===== config.mk =====
export PLATFORM = sky130hd
export DESIGN_NAME = flash_erase_seq
export DESIGN_NICKNAME = d
export VERILOG_FILES = /design/src/rtl/fes_pkg.sv /design/src/rtl/fes_array.sv /design/src/rtl/fes_engine.sv /design/src/rtl/fes_decoder.sv /design/src/rtl/flash_erase_seq.sv
export SDC_FILE = /design/constraint.sdc
export NUM_CORES = 1
export LEC_CHECK = 0
export ABC_AREA = 1
export CAP_MARGIN = 20
export CORE_UTILIZATION = 25
export DETAILED_ROUTE_END_ITERATION = 7
export PLACE_DENSITY_LB_ADDON = 0.2
export SYNTH_ARGS = -nofsm -noshare
export SYNTH_HDL_FRONTEND = slang
export SYNTH_HIERARCHICAL = 1
export SYNTH_SLANG_ARGS = --single-unit

===== constraint.sdc =====
create_clock -name clk -period 5.9 [get_ports clk]
set_input_delay 0.885 -clock clk [delete_from_list [all_inputs] [get_ports clk]]
set_output_delay 0.885 -clock clk [all_outputs]
set_load 0.005 [all_outputs]

===== src/rtl/fes_pkg.sv =====
// Shared opcodes and engine state encoding for the flash erase sequencer.
package fes_pkg;
    localparam logic [7:0] OP_ERASE_SETUP = 8'h20;
    localparam logic [7:0] OP_CONFIRM     = 8'hD0;
    localparam logic [7:0] OP_SUSPEND     = 8'hB0;
    localparam logic [7:0] OP_RD_STATUS   = 8'h70;
    localparam logic [7:0] OP_CLR_STATUS  = 8'h50;
    localparam logic [7:0] OP_RD_ARRAY    = 8'hFF;
    localparam logic [7:0] OP_WORD_WR     = 8'h40;
    localparam logic [7:0] ERASED_BYTE    = 8'hFF;

    typedef enum logic [1:0] {
        ENG_IDLE  = 2'd0,
        ENG_ERASE = 2'd1,
        ENG_SPEND = 2'd2,
        ENG_WRITE = 2'd3
    } eng_state_t;
endpackage


===== src/rtl/fes_array.sv =====
// Block-organised storage. One word register per address.
// Assumes erase_fire and write_fire never pulse in the same cycle.
module fes_array #(
    parameter int AW          = 5,
    parameter int BLK_BITS    = 2,
    parameter int BLOCK_WORDS = 8,
    localparam int DEPTH      = 1 << AW
) (
    input  logic                clk,
    input  logic                rst_n,
    input  logic                erase_fire,
    input  logic [BLK_BITS-1:0] erase_blk,
    input  logic                write_fire,
    input  logic [AW-1:0]       waddr,
    input  logic [7:0]          wdata,
    input  logic [AW-1:0]       rd_addr,
    output logic [7:0]          rd_data
);
    import fes_pkg::*;

    logic [7:0] words [DEPTH];

    for (genvar g = 0; g < DEPTH; g++) begin : g_word
        logic [7:0] word_q;
        // Word storage: cleared at reset, filled on erase of its block, or programmed.
        always_ff @(posedge clk) begin
            if (!rst_n)
                word_q <= 8'h00;
            else if (erase_fire && erase_blk == BLK_BITS'(g / BLOCK_WORDS))
                word_q <= ERASED_BYTE;
            else if (write_fire && waddr == AW'(g))
                word_q <= wdata;
        end
        assign words[g] = word_q;
    end

    // Combinational read port.
    assign rd_data = words[rd_addr];
endmodule


===== src/rtl/fes_engine.sv =====
// Internal state machine: erase countdown, suspend latency, word-write timing
// and the sticky error flags. Erase progress survives a suspend.
// Assumes ERASE_CYCLES >= 2, SUSP_LAT >= 1, WRITE_CYCLES >= 1.
module fes_engine #(
    parameter int AW           = 5,
    parameter int BLK_BITS     = 2,
    parameter int ERASE_CYCLES = 12,
    parameter int SUSP_LAT     = 3,
    parameter int WRITE_CYCLES = 4,
    localparam int ECW = $clog2(ERASE_CYCLES + 1),
    localparam int LCW = $clog2(SUSP_LAT + 1),
    localparam int WCW = $clog2(WRITE_CYCLES + 1)
) (
    input  logic                clk,
    input  logic                rst_n,
    input  logic                start_erase,
    input  logic [BLK_BITS-1:0] erase_blk_in,
    input  logic                start_write,
    input  logic [AW-1:0]       waddr_in,
    input  logic [7:0]          wdata_in,
    input  logic                do_suspend,
    input  logic                do_resume,
    input  logic                clr_status,
    input  logic                set_seq_err,
    input  logic                set_lock_err,
    input  logic                set_wr_err,
    output logic                busy,
    output logic                erasing,
    output logic                suspended,
    output logic [BLK_BITS-1:0] eblk,
    output logic [7:0]          status,
    output logic                erase_fire,
    output logic                write_fire,
    output logic [AW-1:0]       waddr,
    output logic [7:0]          wdata
);
    import fes_pkg::*;

    eng_state_t     state;
    logic [ECW-1:0] ecnt;
    logic [LCW-1:0] lcnt;
    logic [WCW-1:0] wcnt;
    logic           err_lock, err_seq, err_erase;

    // Engine sequencing: start, count down, suspend and resume.
    always_ff @(posedge clk) begin
        if (!rst_n) begin
            state     <= ENG_IDLE;
            ecnt      <= '0;
            lcnt      <= '0;
            wcnt      <= '0;
            suspended <= 1'b0;
            eblk      <= '0;
            waddr     <= '0;
            wdata     <= '0;
        end else begin
            unique case (state)
                ENG_IDLE: begin
                    if (start_erase) begin
                        state <= ENG_ERASE;
                        ecnt  <= ECW'(ERASE_CYCLES);
                        eblk  <= erase_blk_in;
                    end else if (start_write) begin
                        state <= ENG_WRITE;
                        wcnt  <= WCW'(WRITE_CYCLES);
                        waddr <= waddr_in;
                        wdata <= wdata_in;
                    end else if (do_resume) begin
                        state     <= ENG_ERASE;
                        suspended <= 1'b0;
                    end
                end
                ENG_ERASE: begin
                    if (ecnt == ECW'(1)) begin
                        state <= ENG_IDLE;
                    end else begin
                        ecnt <= ecnt - ECW'(1);
                        if (do_suspend) begin
                            state <= ENG_SPEND;
                            lcnt  <= LCW'(SUSP_LAT);
                        end
                    end
                end
                ENG_SPEND: begin
                    if (ecnt == ECW'(1)) begin
                        state <= ENG_IDLE;
                    end else begin
                        ecnt <= ecnt - ECW'(1);
                        if (lcnt == LCW'(1)) begin
                            state     <= ENG_IDLE;
                            suspended <= 1'b1;
                        end else begin
                            lcnt <= lcnt - LCW'(1);
                        end
                    end
                end
                ENG_WRITE: begin
                    if (wcnt == WCW'(1)) state <= ENG_IDLE;
                    else                 wcnt  <= wcnt - WCW'(1);
                end
                default: state <= ENG_IDLE;
            endcase
        end
    end

    // Sticky error flags: set by the decoder, cleared by the clear command.
    always_ff @(posedge clk) begin
        if (!rst_n) begin
            err_lock  <= 1'b0;
            err_seq   <= 1'b0;
            err_erase <= 1'b0;
        end else if (clr_status) begin
            err_lock  <= 1'b0;
            err_seq   <= 1'b0;
            err_erase <= 1'b0;
        end else begin
            if (set_lock_err) begin err_lock <= 1'b1; err_erase <= 1'b1; end
            if (set_seq_err)  begin err_seq  <= 1'b1; err_erase <= 1'b1; end
            if (set_wr_err)   err_seq <= 1'b1;
        end
    end

    // Strobes to the array and the status byte.
    assign busy       = (state != ENG_IDLE);
    assign erasing    = (state == ENG_ERASE);
    assign erase_fire = (state == ENG_ERASE || state == ENG_SPEND) && ecnt == ECW'(1);
    assign write_fire = (state == ENG_WRITE) && wcnt == WCW'(1);
    assign status     = {~busy, suspended, err_erase, err_seq, 2'b00, err_lock, 1'b0};
endmodule


===== src/rtl/fes_decoder.sv =====
// Command decoder: turns bus writes into engine requests and tracks the
// two-cycle sequences and the read mode. Assumes one write strobe per cycle.
module fes_decoder #(
    parameter int NUM_BLOCKS = 4,
    parameter int BLK_BITS   = 2
) (
    input  logic                  clk,
    input  logic                  rst_n,
    input  logic                  wr_en,
    input  logic [7:0]            wdata,
    input  logic [BLK_BITS-1:0]   blk,
    input  logic [NUM_BLOCKS-1:0] blk_lock,
    input  logic                  eng_busy,
    input  logic                  eng_erasing,
    input  logic                  suspended,
    input  logic [BLK_BITS-1:0]   susp_blk,
    output logic                  start_erase,
    output logic                  start_write,
    output logic                  do_suspend,
    output logic                  do_resume,
    output logic                  clr_status,
    output logic                  set_seq_err,
    output logic                  set_lock_err,
    output logic                  set_wr_err,
    output logic                  rd_status,
    output logic                  setup_pend,
    output logic                  write_pend
);
    import fes_pkg::*;

    logic nxt_setup, nxt_write, nxt_rd;

    // Command decode for the current bus write.
    always_comb begin
        start_erase = 1'b0; start_write = 1'b0; do_suspend = 1'b0; do_resume = 1'b0;
        clr_status  = 1'b0; set_seq_err = 1'b0; set_lock_err = 1'b0; set_wr_err = 1'b0;
        nxt_setup = setup_pend; nxt_write = write_pend; nxt_rd = rd_status;
        if (wr_en && !eng_busy) begin
            if (setup_pend) begin
                nxt_setup = 1'b0;
                nxt_rd    = 1'b1;
                if (wdata != OP_CONFIRM) set_seq_err  = 1'b1;
                else if (blk_lock[blk])  set_lock_err = 1'b1;
                else                     start_erase  = 1'b1;
            end else if (write_pend) begin
                nxt_write = 1'b0;
                if (suspended && blk == susp_blk) set_wr_err  = 1'b1;
                else                              start_write = 1'b1;
            end else begin
                unique case (wdata)
                    OP_RD_ARRAY:   nxt_rd = 1'b0;
                    OP_RD_STATUS:  nxt_rd = 1'b1;
                    OP_CLR_STATUS: clr_status = 1'b1;
                    OP_ERASE_SETUP: if (!suspended) begin nxt_setup = 1'b1; nxt_rd = 1'b1; end
                    OP_WORD_WR:    begin nxt_write = 1'b1; nxt_rd = 1'b1; end
                    OP_CONFIRM:    if (suspended) begin do_resume = 1'b1; nxt_rd = 1'b1; end
                    default: ;
                endcase
            end
        end else if (wr_en && eng_erasing && wdata == OP_SUSPEND) begin
            do_suspend = 1'b1;
            nxt_rd     = 1'b1;
        end
    end

    // Sequence and read-mode registers.
    always_ff @(posedge clk) begin
        if (!rst_n) begin
            setup_pend <= 1'b0;
            write_pend <= 1'b0;
            rd_status  <= 1'b0;
        end else begin
            setup_pend <= nxt_setup;
            write_pend <= nxt_write;
            rd_status  <= nxt_rd;
        end
    end
endmodule


===== src/rtl/flash_erase_seq.sv =====
// Top of the flash erase sequencer: decoder, engine and block array.
// Assumes NUM_BLOCKS and BLOCK_WORDS are powers of two.
module flash_erase_seq #(
    parameter int NUM_BLOCKS   = 4,
    parameter int BLOCK_WORDS  = 8,
    parameter int ERASE_CYCLES = 12,
    parameter int SUSP_LAT     = 3,
    parameter int WRITE_CYCLES = 4,
    localparam int BLK_BITS    = $clog2(NUM_BLOCKS),
    localparam int OFF_BITS    = $clog2(BLOCK_WORDS),
    localparam int AW          = BLK_BITS + OFF_BITS
) (
    input  logic                  clk,
    input  logic                  rst_n,
    input  logic                  wr_en,
    input  logic [AW-1:0]         addr,
    input  logic [7:0]            wdata,
    input  logic [NUM_BLOCKS-1:0] blk_lock,
    output logic [7:0]            rdata,
    output logic                  busy
);
    logic                start_erase, start_write, do_suspend, do_resume;
    logic                clr_status, set_seq_err, set_lock_err, set_wr_err;
    logic                rd_status, setup_pend, write_pend;
    logic                erasing, suspended, erase_fire, write_fire;
    logic [BLK_BITS-1:0] eblk;
    logic [AW-1:0]       eng_waddr;
    logic [7:0]          eng_wdata, status, arr_rd;

    fes_decoder #(.NUM_BLOCKS(NUM_BLOCKS), .BLK_BITS(BLK_BITS)) u_dec (
        .clk, .rst_n, .wr_en, .wdata,
        .blk(addr[AW-1:OFF_BITS]), .blk_lock,
        .eng_busy(busy), .eng_erasing(erasing), .suspended, .susp_blk(eblk),
        .start_erase, .start_write, .do_suspend, .do_resume, .clr_status,
        .set_seq_err, .set_lock_err, .set_wr_err, .rd_status, .setup_pend, .write_pend
    );

    fes_engine #(
        .AW(AW), .BLK_BITS(BLK_BITS), .ERASE_CYCLES(ERASE_CYCLES),
        .SUSP_LAT(SUSP_LAT), .WRITE_CYCLES(WRITE_CYCLES)
    ) u_eng (
        .clk, .rst_n, .start_erase, .erase_blk_in(addr[AW-1:OFF_BITS]),
        .start_write, .waddr_in(addr), .wdata_in(wdata),
        .do_suspend, .do_resume, .clr_status, .set_seq_err, .set_lock_err, .set_wr_err,
        .busy, .erasing, .suspended, .eblk, .status, .erase_fire, .write_fire,
        .waddr(eng_waddr), .wdata(eng_wdata)
    );

    fes_array #(.AW(AW), .BLK_BITS(BLK_BITS), .BLOCK_WORDS(BLOCK_WORDS)) u_arr (
        .clk, .rst_n, .erase_fire, .erase_blk(eblk), .write_fire,
        .waddr(eng_waddr), .wdata(eng_wdata), .rd_addr(addr), .rd_data(arr_rd)
    );

    // Read mux: status byte or array word.
    assign rdata = rd_status ? status : arr_rd;
endmodule


==> results.sh <==
export IMPL_clock_path_buffers=3
export IMPL_dp_cells=2827
export IMPL_critPathCaptureType="output pin"
export IMPL_worst_pin_slew_ps=919.7
export IMPL_slew_headroom_pct=38.68
export IMPL_cp_required_ps=5020
export IMPL_ios=29
export IMPL_setup_worst_path_class="input port to output pin"
export IMPL_wire_per_inst_um=16.50
export IMPL_p_int_mw=3.532
export IMPL_synth_flop_cell="dfxtp_1"
export IMPL_post_cts_resized=0
export IMPL_track_usage_pct=16.76
export IMPL_p_comb_share_pct=14.1
export IMPL_nets=2146
export IMPL_vias=13536
export IMPL_min_path_type="flop to flop"
export IMPL_status="complete, no violations"
export IMPL_die_width_um=238.4
export IMPL_finalSetupViolations=0
export IMPL_drv_slew=0
export IMPL_core_area_mm2=0.05509
export IMPL_post_cts_buffers=0
export IMPL_r2r_cells=9
export IMPL_synth_cells=2138
export IMPL_drtAntennaViolNets=0
export IMPL_clock_fmax_mhz=232.8
export IMPL_grt_overflow=0
export IMPL_routed_via_density=4.685
export IMPL_die_area_mm2=0.05681
export IMPL_min_to="u_eng/wdata[7]$_SDFFE_PN0P_"
export IMPL_grt_max_degree=137
export IMPL_yosysSeqAreaShare_pct=41.43
export IMPL_crit_fanout=43
export IMPL_root_buffer="clkbuf_16"
export IMPL_die_y_um=238.4
export IMPL_period_needed_ps=4295
export IMPL_htreeDepth=2
export IMPL_yosys_warnings=6
export IMPL_wl_um=47680
export IMPL_gp_congestion=0.8465
export IMPL_crit_top_cell="nand2_1"
export IMPL_leakagePower_nw=6.267
export IMPL_final_hold_violation_count=0
export IMPL_max_cap_viol_count=0
export IMPL_start_kind="input port"
export IMPL_clkPwrFrac_pct=43.8
export IMPL_cts_made_buffers=35
export IMPL_r2r_start="u_eng/state[1]$_SDFFE_PN0P_"
export IMPL_layout_drive_gt1_share_pct=6.352
export IMPL_hold_buffers=0
export IMPL_ys_seq_elements=289
export IMPL_rsz0062_at_grt="no"
export IMPL_hp_start="u_eng/wdata[7]$_SDFFE_PN0P_"
export IMPL_cp_slowest_cell="clkdlybuf4s50_1"
export IMPL_start_util_pct=25.35
export IMPL_netSwitchingPower_mw=1.382
export IMPL_dpl_hpwl_um=30890
export IMPL_synth_edff_count=0
export IMPL_diodes=0
export IMPL_clk_latency_ps=550
export IMPL_cpLargestDelayFamily="buffers and inverters"
export IMPL_drtIter0Drc=925
export IMPL_ir_drop_uv=211.2
export IMPL_grt_antenna_before_repair=0
export IMPL_finalSetupTns_ps=0
export IMPL_syn_to_final_growth_pct=13.98
export IMPL_pwr_share_seq_pct=42.1
export IMPL_core_rowCount=86
export IMPL_crit_path_max_incr_delay_ps=520
export IMPL_syn_area_mm2=0.01397
export IMPL_switching_share_pct=28.13
export IMPL_synth_avg_cell_area_um2=6.532
export IMPL_synthArstFlopShare_pct=0
export IMPL_worst_path_buf_inv=4
export IMPL_grt_pass1_vias=12634
export IMPL_p_per_area_mw_per_mm2=308.7
export IMPL_cts_sinks=289
export IMPL_finClkSkew_ps=25.29
export IMPL_numPortBuffers=28
export IMPL_ff2ff_setup_slack_ps=2970
export IMPL_grt_pass1_wl_um=74050
export IMPL_drt_pass1_iterations=5
export IMPL_hold_depth=2
export IMPL_yosysUniqueCellTypes=36
export IMPL_cts_tree="yes"
export IMPL_crit_chain="buf_4 -> inv_4 -> buf_4 -> nand2_1 -> nand3_1 -> nand3_1 -> nand2_1 -> nand2_1 -> nand2_1 -> nand2_1 -> nand2_1 -> nand2_1 -> nand2_1 -> clkdlybuf4s50_1"
export IMPL_finalNonFillerCells=2889
export IMPL_path_clk_slew_ps=60
export IMPL_drc=0
export IMPL_period_share_pct=72.80
export IMPL_cp_arrival_ps=3410
export IMPL_r2r_end="u_arr/g_word[31].word_q[4]$_SDFFE_PN0P_"
[worst max-delay path by stage]
stage            start        to  slack [ps]  cells after the start
5_1_grt        addr[0]  rdata[5]        1410                     14
2_1_floorplan  addr[2]  rdata[2]        3150                     11
4_1_cts        addr[1]  rdata[6]        1580                     13
6_report       addr[0]  rdata[5]        1600                     14
3_5_place_dp   addr[0]  rdata[7]        1610                     14
3_3_place_gp   addr[1]  rdata[7]        1570                     13
[cells in the final DEF, fill, tap and decap left out, types with 7 or more instances in the layout]
cell             instances
nand2_1                500
nor2_1                 467
dfxtp_1                289
o21ai_0                265
nand3_1                208
inv_1                  110
a21oi_1                 76
clkbuf_16               36
clkdlybuf4s50_1         25
nand2_2                 23
buf_4                   15
clkbuf_1                14
nand2_4                 14
nor3_1                  13
inv_2                   11
o21ai_1                 11
ha_1                    10
nor2_2                   7
[final cells by class]
| cell class | instances | area, um^2 |
|---|---|---|
| clock inverter | 7 | 100.1 |
| clock buffer | 55 | 1022 |
| fill | 6258 | 39170 |
| tap | 748 | 935.9 |
| inverter | 123 | 464.2 |
| sequential | 289 | 5786 |
| timing repair buffer | 43 | 399.1 |
| multi-input combinational | 1624 | 7212 |
[flip-flops by register name, summed over array words and instances, names as in the netlist, 2 cells and up]
signal and count:
u_eng/lcnt 2, u_eng/wdata 8, u_eng/ecnt 4, u_eng/waddr 5, u_arr/g_word.word_q 256, u_eng/state 2
u_eng/eblk 2, u_eng/wcnt 3
[layer usage]
metal	share of wire (%)	global-route usage, %
met1	46	22.24
met2	47	28.10
met3	4.9	2.487
met4	1.8	4.662
met5	0	0
[worst register-to-register path, delay by kind of cell, from the launching register on]
kind                     cells  cell delay, ps
AND/OR/NAND/NOR              4            1260
buffers and inverters        3             720
flip-flops                   1             380
adder cells (fa/ha/maj)      1             370
AO/OA/AOI/OAI                1             130
[metrics by stage]
step	area [um^2]	setup slack, ps	util, %	hold slack, ps	total power, mW
global route	15920	1407	28.89	459.4	5.150
finish	15920	1605	28.89	443.7	4.914
CTS	15920	1579	28.89	445.4	4.984
detailed placement	14800	1614	26.86	436.3	2.805
global placement	14800	1566	26.86	431.8	2.803
floorplan	13970	3148	-	423.1	2.592
[synth_stat cells (11+ instances only)]
master | number | area, um^2
inv_1 | 111 | 416.7
dfxtp_1 | 289 | 5786
o21ai_1 | 11 | 55.05
nor2_1 | 467 | 1753
buf_2 | 42 | 210.2
a21oi_1 | 76 | 380.4
buf_4 | 11 | 82.58
o21ai_0 | 265 | 1326
clkbuf_1 | 42 | 157.7
nand2_4 | 14 | 157.7
inv_2 | 11 | 41.29
nor3_1 | 13 | 65.06
nand2_2 | 23 | 143.9
nand2_1 | 500 | 1877
nand3_1 | 208 | 1041
[power by group through the flow]
stage	sequential (mW)	clock, mW	combinational [mW]
after global routing	2.08	2.28	0.788
after global placement	2.11	0	0.692
after CTS	2.07	2.22	0.695
after detailed placement	2.11	0	0.692
after floorplan	2.10	0	0.494
final	2.07	2.15	0.693
[cells by family after synthesis]
family | share of synthesized area, %
simple gates | 37.44
compound gates | 13.04
flops | 41.43
buf+inv | 6.988
fa+ha+maj | 0.8959
xor+xnor | 0.1882
other cells | 0.02685
No activity file was read; power rests on OpenSTA's default activity.
